[src/rtl/cla16_two_level.sv]
module cla16_two_level (
  input  logic [15:0] a_in,
  input  logic [15:0] b_in,
  input  logic        c_in,
  output logic [15:0] sum,
  output logic        c_out,
  output logic        blk_p,
  output logic        blk_g
);
  localparam int GW = 4;
  localparam int NG = 4;
  localparam int W  = GW * NG;

  logic [W-1:0]  p, g, c;
  logic [NG-1:0] gp, gg;
  logic [NG:0]   gc;

  assign p = a_in ^ b_in;
  assign g = a_in & b_in;

  for (genvar k = 0; k < NG; k++) begin : grp
    localparam int L = k * GW;
    assign c[L]   = gc[k];
    assign c[L+1] = g[L] | (p[L] & gc[k]);
    assign c[L+2] = g[L+1] | (p[L+1] & g[L]) | (p[L+1] & p[L] & gc[k]);
    assign c[L+3] = g[L+2] | (p[L+2] & g[L+1]) | (p[L+2] & p[L+1] & g[L])
                  | (p[L+2] & p[L+1] & p[L] & gc[k]);
    assign gp[k]  = p[L+3] & p[L+2] & p[L+1] & p[L];
    assign gg[k]  = g[L+3] | (p[L+3] & g[L+2]) | (p[L+3] & p[L+2] & g[L+1])
                  | (p[L+3] & p[L+2] & p[L+1] & g[L]);
  end

  assign gc[0] = c_in;
  assign gc[1] = gg[0] | (gp[0] & c_in);
  assign gc[2] = gg[1] | (gp[1] & gg[0]) | (gp[1] & gp[0] & c_in);
  assign gc[3] = gg[2] | (gp[2] & gg[1]) | (gp[2] & gp[1] & gg[0])
               | (gp[2] & gp[1] & gp[0] & c_in);

  assign blk_p = gp[3] & gp[2] & gp[1] & gp[0];
  assign blk_g = gg[3] | (gp[3] & gg[2]) | (gp[3] & gp[2] & gg[1])
               | (gp[3] & gp[2] & gp[1] & gg[0]);
  assign gc[4] = blk_g | (blk_p & c_in);

  assign c_out = gc[4];
  assign sum   = p ^ c;
endmodule


[config.mk]
export PLATFORM = sky130hd
export DESIGN_NAME = cla16_two_level
export DESIGN_NICKNAME = d
export VERILOG_FILES = /design/src/rtl/cla16_two_level.sv
export SDC_FILE = /design/constraint.sdc
export NUM_CORES = 1
export LEC_CHECK = 0
export BUFFER_PORTS_ARGS = -buffer_cell sky130_fd_sc_hd__buf_2
export CAP_MARGIN = 20
export CORE_MARGIN = 1.5
export CORE_UTILIZATION = 38
export DETAILED_ROUTE_END_ITERATION = 6
export PLACE_DENSITY_LB_ADDON = 0.05
export SYNTH_ARGS = -nofsm -noshare
export SYNTH_HDL_FRONTEND = slang
export SYNTH_SLANG_ARGS = --single-unit
[constraint.sdc]
create_clock -name vclk -period 7.9
set_input_delay 1.58 -clock vclk [all_inputs]
set_output_delay 1.58 -clock vclk [all_outputs]
set_load 0.05 [all_outputs]
==> results of run 1 <==
## metrics by stage
| stage | hold slack [ns] | utilization | worst slack, ns | cell area (µm²) |
|---|---|---|---|---|
| floorplan | 3.46 | - | 1.93 | 721 |
| global placement | 3.62 | 0.580 | 2.49 | 1010 |
| detailed placement | 3.62 | 0.580 | 2.41 | 1010 |
| CTS | 3.62 | 0.580 | 2.40 | 1010 |
| global route | 3.65 | 0.580 | 2.28 | 1010 |
| finish | 3.62 | 0.580 | 2.41 | 1010 |
## worst min-delay path, delay by kind of cell
| kind | cells | cell delay (ns) |
|---|---|---|
| buf+inv | 2 | 0.36 |
| compound gates | 1 | 0.10 |
## cell type report
type	count	area, µm²
repair buffers	52	260
well taps	25	31.3
fillers	186	733
inverters	6	22.5
multi-input cells	85	698
## cell usage in the layout (no fill, tap or decap), drive strengths merged
cell / instances
o311ai: 1
nand2: 4
o211ai: 1
o21bai: 2
xnor2: 4
nand3: 6
o31ai: 2
a21o: 3
and2: 1
buf: 52
ha: 16
nor4: 1
inv: 6
xor2: 8
a211oi: 1
a2111oi: 3
nor2b: 3
nor3: 2
nand2b: 1
a21oi: 10
fa: 4
nor2: 6
nand4: 2
o21ai: 4
## cell families (layout without fill, tap and decap cells)
kind of cell | Yosys count | after routing | share of synthesized area
buffers and inverters | 6 | 58 | 0.0312
AOI/OAI and AO/OA | 27 | 27 | 0.257
adders and majority gates | 20 | 20 | 0.389
xor gates and xnor gates | 12 | 12 | 0.146
and+or+nand+nor | 26 | 26 | 0.177
## where the power goes
| part | total [mW] | internal, mW | switching (mW) |
|---|---|---|---|
| clock network | 0 | 0 | 0 |
| registers | 0 | 0 | 0 |
| logic | 0.151 | 0.0430 | 0.108 |
## path summary, 6_finish.rpt
kind                    start  slack (ns)  endpoint  cells after the start
worst max-delay path  a_in[3]        2.41   sum[13]                      9
worst min-delay path     c_in        3.62     c_out                      3
## routing by layer
metal	wire length [µm]	part of all wire	GRT usage
met5	0	0	0
met4	0	0	0
met3	86	0.053	0
met2	826	0.51	0.283
met1	719	0.44	0.191
==> impl_results.md, run 1 <==
- Yosys top cell area share: 0.278
- DRC viols: 0
- Via count: 831
- Initial Util: 0.413
- Leak Pwr: 0.541 nW
- Syn-to-layout area delta: 40.5%
- Non-Filler Instances: 168
- Number of port buffers: 52
- Synth area leaders: ha_1 (28%), fa_1 (11%), xor2_1 (9.7%)
- Initial antenna violation count: 0
- Library cells used by synthesis: 25
- Hold Crit Class: primary input to output port
- Slew of the pin with the lowest slew margin: 0.459 ns
- DR WL/cell: 9.72 µm
- Slew Limit Headroom: 0.691
- Initial detailed-routing violation count: 7
- Crit-path max cell delay: 0.53 ns
- Synthesized Nets: 144
- Slowest-stage cell, CP: a2111oi_2
- Top post-synthesis cells by count: ha_1 (16), a21oi_1 (10), xor2_1 (8)
- Clkbuf count: 0
- CP top delay family: compound AO/OA/AOI/OAI gates
- Placed Cells incl. Taps: 168
- Setup TNS: 0 ns
- Die area: 0.00217 mm²
- Avg Cell Area, Syn: 7.92 µm²
- Outcome: complete, no violations
- Setup Viol. Count Final: 0
- Fin crit share: 0.695
- Hold violation count in the final report: 0
- CP Data Arrival Time: 3.91 ns
- Final layout net count: 198
- Post-Syn Area: 721 µm²
- Setup CP Type: primary input to output port
- CP bufs+invs: 2
- Reg area: 0 µm²
- Total Routing Usage GR: 0.147
- CP max FO: 6
- Largest net degree at the start of global routing: 7
- RSZ-0062 raised after global routing: no
- Setup bufs post-CTS: 0
- First-pass GRT wire length: 2.49 mm
- Drt via density: 4.95
- N_diodes: 0
- Die Wd: 46.6 µm
- Most common cell type on the critical path: buf_2
- Minimum clock period: 5.49 ns
- Seq/Total Area, Yosys: 0
- CP cell instances: buf_2 > ha_1 > a21oi_1 > o211ai_2 > a2111oi_2 > nor2_1 > fa_1 > xor2_1 > buf_2
- Grt total ovfl: 0
- Rows: 15
- WP data required: 6.32 ns
- Max Cap Viol: 0
- Type of origin of the critical path: primary input
- Seq_cells: 0
- Routed Antenna Nets: 0
- Dpl hpwl: 1.51 mm
- Io pins: 52
- Pwr Density: 149 mW/mm²
- Leading area contributor after synthesis: ha_1
- Die height: 46.6 µm
- Max Clk Rate: 182 MHz
- YS warnings: 0
- First-pass iteration count of the detailed router: 4
- Total routed wirelength: 1.63 mm
- Crit end category: output port
- Slew Viols, Final: 0
- Count leader, synth: ha_1
- Core Region: 0.00175 mm²
- Mapped Cells: 91
- Power Total: 151 µW
- Number of global-route vias before repair: 688
- Post-cts gate resize count: 0
- Final RePlAce weighted congestion: 0.741
- Share of cells above drive strength 1: 0.385
- Maximum vdd drop: 0.0888 mV
- Post-CTS Hold Buffers: 0
No activity file was read; power rests on OpenSTA's default activity.
==> run 2: changes to the inputs <==
Settings changed: ABC_AREA set to 1.
Clock period 7.9 ns to 4.9 ns, I/O delays scaled along.
==> impl_results.md, run 2 <==
- Outcome: complete, no violations
- Drt via density: 4.49
- Hold Path Stages: 4
- Leak Pwr: 0.758 nW
- CP Data Arrival Time: 2.92 ns
- Share of cells above drive strength 1: 0.376
- Synth area leaders: ha_1 (23%), nand2_1 (17%), inv_1 (9.7%)
- DRC viols: 0
- Initial Util: 0.400
- First-pass GRT wire length: 3.06 mm
- Number of global-route vias before repair: 829
- Non-Filler Instances: 217
- Die Wd: 51.3 µm
- Die area: 0.00263 mm²
- Io pins: 52
- Core Region: 0.00221 mm²
- Final layout net count: 244
- Top post-synthesis cells by count: nand2_1 (40), inv_1 (23), ha_1 (16), nand3_1 (11), nand2_2 (8)
- Post-Syn Area: 886 µm²
- Placed Cells incl. Taps: 217
- Crit end category: output port
- Routed Antenna Nets: 0
- Setup TNS: 0 ns
- Number of fill cells: 240
- Clkbuf count: 0
- Reg area: 0 µm²
- Synthesized Nets: 190
- Number of port buffers: 52
- Slew Limit Headroom: 0.789
- RSZ-0062 raised after global routing: no
- Commonest non-fill, non-tap cells in the layout: buf_2 (52), nand2_1 (40), inv_1 (23), ha_1 (16), nand3_1 (11)
- Post-cts gate resize count: 0
- N_diodes: 0
- WP data required: 3.92 ns
- Setup bufs post-CTS: 0
- CP bufs+invs: 2
- Maximum vdd drop: 0.114 mV
- First-pass iteration count of the detailed router: 4
- Rows: 17
- Post-CTS Hold Buffers: 0
- Total routed wirelength: 1.77 mm
- Seq_cells: 0
- Grt total ovfl: 0
- Setup CP Type: primary input to output port
- Dpl hpwl: 1.67 mm
- Initial detailed-routing violation count: 12
- CP max FO: 3
- Power Total: 251 µW
- Fin crit share: 0.797
- Max Cap Viol: 0
- Minimum clock period: 3.90 ns
- Largest net degree at the start of global routing: 7
- Final RePlAce weighted congestion: 0.776
- Hold Crit Class: primary input to output port
- Commonest non-fill, non-tap cell in the layout: buf_2
- Library cells used by synthesis: 24
- Die height: 51.3 µm
- Total Routing Usage GR: 0.138
- Crit-path max cell delay: 0.37 ns
- Max Clk Rate: 256 MHz
- Setup Viol. Count Final: 0
- CP Depth: 12
- Leading area contributor after synthesis: ha_1
- Initial antenna violation count: 0
- Slowest-stage cell, CP: fa_1
- Slew of the pin with the lowest slew margin: 0.317 ns
- Hold violation count in the final report: 0
- Seq/Total Area, Yosys: 0
- Via count: 975
- Count leader, synth: nand2_1
- Type of origin of the critical path: primary input
- Mapped Cells: 137
- Syn-to-layout area delta: 33.3%
- Avg Cell Area, Syn: 6.47 µm²
- Slew Viols, Final: 0
- CP cell instances: buf_2 > ha_1 > nand2_2 > nor2_1 > nor2_2 > nand2_4 > nand2_4 > nand2_2 > and2_2 > fa_1 > xor2_1 > buf_2
- YS warnings: 0
- CP top delay family: simple AND/OR/NAND/NOR gates
- DR WL/cell: 8.14 µm
- Pwr Density: 212 mW/mm²
- Yosys top cell area share: 0.226
[run 2: final cells by class]
class	instances	area, µm²	area share
inverters	25	93.8	0.0794
repair buffers	52	260	0.220
multi-input cells	112	792	0.671
well taps	28	35.0	0.0297
[run 2: path summary, 6_finish.rpt]
check | from | to | slack, ns
setup / recovery | a_in[2] | sum[13] | 1.0
hold / removal | c_in | c_out | 2.37
[run 2: routing by layer]
layer / routed length, µm / global-route usage / up-vias / share of wire
met5: 0 / 0 / - / 0
met4: 0 / 0 / 0 / 0
met3: 99 / 0.00292 / 0 / 0.056
met2: 876 / 0.273 / 28 / 0.50
met1: 790 / 0.177 / 409 / 0.45
li1: - / - / 538 / -
[run 2: cell families after synthesis]
kind of cell               after synthesis  synth area share
xor gates and xnor gates                 7            0.0692
and+or+nand+nor                         75             0.428
adders and majority gates               20             0.316
buffers and inverters                   25             0.106
AOI/OAI and AO/OA                       10            0.0805
[run 2: report_power, final]
part           switching [mW]  internal (mW)  total, mW
combinational           0.180         0.0709      0.251
sequential                  0              0          0
clock                       0              0          0
total                   0.180         0.0709      0.251
[run 2: tightest hold or removal path, stage by stage]
cell	delay (ns)
buf_2	0.11
nand2_1	0.06
nand2_1	0.04
buf_2	0.20
[run 2: metrics by stage]
step                      setup slack (ns)  hold WS (ns)  utilization  area, µm²
after global routing                 0.864          2.40        0.534       1180
final                                0.995          2.37        0.534       1180
after CTS                            0.979          2.37        0.534       1180
after detailed placement             0.984          2.37        0.534       1180
after global placement                1.02          2.37        0.534       1180
after floorplan                      0.804          2.29            -        886
==> run 3: changes to the inputs <==
Settings changed: ABC_AREA 1 to 0.
Clock period 4.9 ns to 3.4 ns, I/O delays scaled along.
==> impl_results.md, run 3 (synthesized netlist as in run 1, its figures left out) <==
- Outcome: complete, no violations
- Slew Viols, Final: 0
- CP max FO: 5
- Routed Antenna Nets: 0
- GR peak layer: met2
- Met2 Track Usage GR: 0.369
- Hold Crit Endpoint: c_out
- Setup ws final: 0.0872 ns
- Clkbuf count: 0
- N_diodes: 0
- Setup TNS: 0 ns
- Setup CP Type: primary input to output port
- Syn-to-layout area delta: 70.3%
- Setup Slack @ Placement: -0.0872 ns
- Dpl hpwl: 1.64 mm
- Max Clk Rate: 302 MHz
- Total Routing Usage GR: 0.175
- Seq_cells: 0
- Met1 GRT Util: 0.200
- Type of origin of the critical path: primary input
- Final layout net count: 211
- Grt met3 use: 0
- Initial detailed-routing violation count: 5
- Fin crit share: 0.974
- Minimum clock period: 3.31 ns
- Die Wd: 46.6 µm
- WP data required: 2.72 ns
- Pwr Density: 335 mW/mm²
- Commonest non-fill, non-tap cells in the layout: buf_2 (49), ha_1 (15), buf_4 (14), a21oi_1 (7)
- RSZ-0062 raised after global routing: no
- Hold violation count in the final report: 0
- Core Region: 0.00175 mm²
- Slew of the pin with the lowest slew margin: 0.416 ns
- Grt total ovfl: 0
- First-pass iteration count of the detailed router: 2
- Slowest-stage cell, CP: fa_2
- Crit-path max cell delay: 0.39 ns
- Rows: 15
- Total routed wirelength: 1.90 mm
- Initial antenna violation count: 0
- Final RePlAce weighted congestion: 0.737
- Hold Path Stages: 3
- DR WL/cell: 10.5 µm
- Share of cells above drive strength 1: 0.519
- Worst Hold Launch: c_in
- Hold Crit Class: primary input to output port
- Commonest non-fill, non-tap cell in the layout: buf_2
- CP cell instances: buf_2 > ha_2 > a21oi_2 > o211ai_2 > a2111oi_4 > nor2_1 > fa_2 > xor2_4 > buf_6
- Die height: 46.6 µm
- Via count: 915
- DRC viols: 0
- CP Data Arrival Time: 2.63 ns
- Setup Viol. Count Final: 0
- Slew Limit Headroom: 0.716
- Initial Util: 0.413
- Reg area: 0 µm²
- Post-CTS Hold Buffers: 0
- Max Cap Viol: 0
- First-pass GRT wire length: 2.86 mm
- Number of global-route vias before repair: 738
- Die area: 0.00217 mm²
- Crit end category: output port
- Number of fill cells: 156
- Leak Pwr: 0.631 nW
- Number of port buffers: 52
- Io pins: 52
- Final hold slack: 1.83 ns
- Drt via density: 5.06
- Setup bufs post-CTS: 0
- Largest net degree at the start of global routing: 6
- Maximum vdd drop: 0.224 mV
-- run 3: cell types whose count changed in the layout (fill, tap and decap cells not counted), sizes merged, moves of 5 or more --
cell   change
a21oi      +5
buf       +13
inv       -19
nand2     -47
nand3      -6
-- run 3: routing by layer --
metal  routed length [µm]  share of wire  up-vias
met4                    0              0        0
met5                    0              0        -
met3                  100          0.053        0
met1                  761           0.40      418
li1                     -              -      472
met2                 1040           0.55       25
-- run 3: repair_timing --
action | 4_1_cts | 5_1_grt
setup endpoints to repair | 3 | 6
cloned | 0 | 0
pin swaps | 0 | 1
gates resized for setup | 3 | 11
-- run 3: power breakdown --
group / switching (mW) / internal (mW) / leakage (nW)
Clock: 0 / 0 / 0
Sequential: 0 / 0 / 0
Combinational: 0.274 / 0.137 / 0.631
Total: 0.274 / 0.137 / 0.631
-- run 3: area by class of cell --
class	instances	area, µm²	area share
tap	25	31.3	0.0255
multi-input combinational	85	801	0.652
timing repair buffer	65	373	0.304
inverter	6	22.5	0.0183
-- run 3: worst max path at each step --
stage,depth (start not counted),start,end
floorplan,6,a_in[9],c_out
detailed placement,9,a_in[3],sum[13]
global placement,9,a_in[3],sum[13]
CTS,9,a_in[3],sum[13]
finish,9,a_in[3],sum[13]
global route,9,a_in[2],sum[13]
-- run 3: per-stage QoR --
stage / power (mW) / instances / utilization / instance area (µm²)
global placement: 0.387 / 181 / 0.674 / 1180
global route: 0.437 / 181 / 0.703 / 1230
CTS: 0.398 / 181 / 0.679 / 1180
detailed placement: 0.392 / 181 / 0.674 / 1180
floorplan: 0.297 / 91 / - / 787
finish: 0.411 / 181 / 0.703 / 1230
-- run 3: critical path, delay by kind of cell --
| family | cells | cell delay (ns) |
|---|---|---|
| AND/OR/NAND/NOR | 1 | 0.10 |
| XOR/XNOR | 1 | 0.15 |
| adder cells (fa/ha/maj) | 2 | 0.71 |
| buffers and inverters | 2 | 0.28 |
| AO/OA/AOI/OAI | 3 | 0.71 |
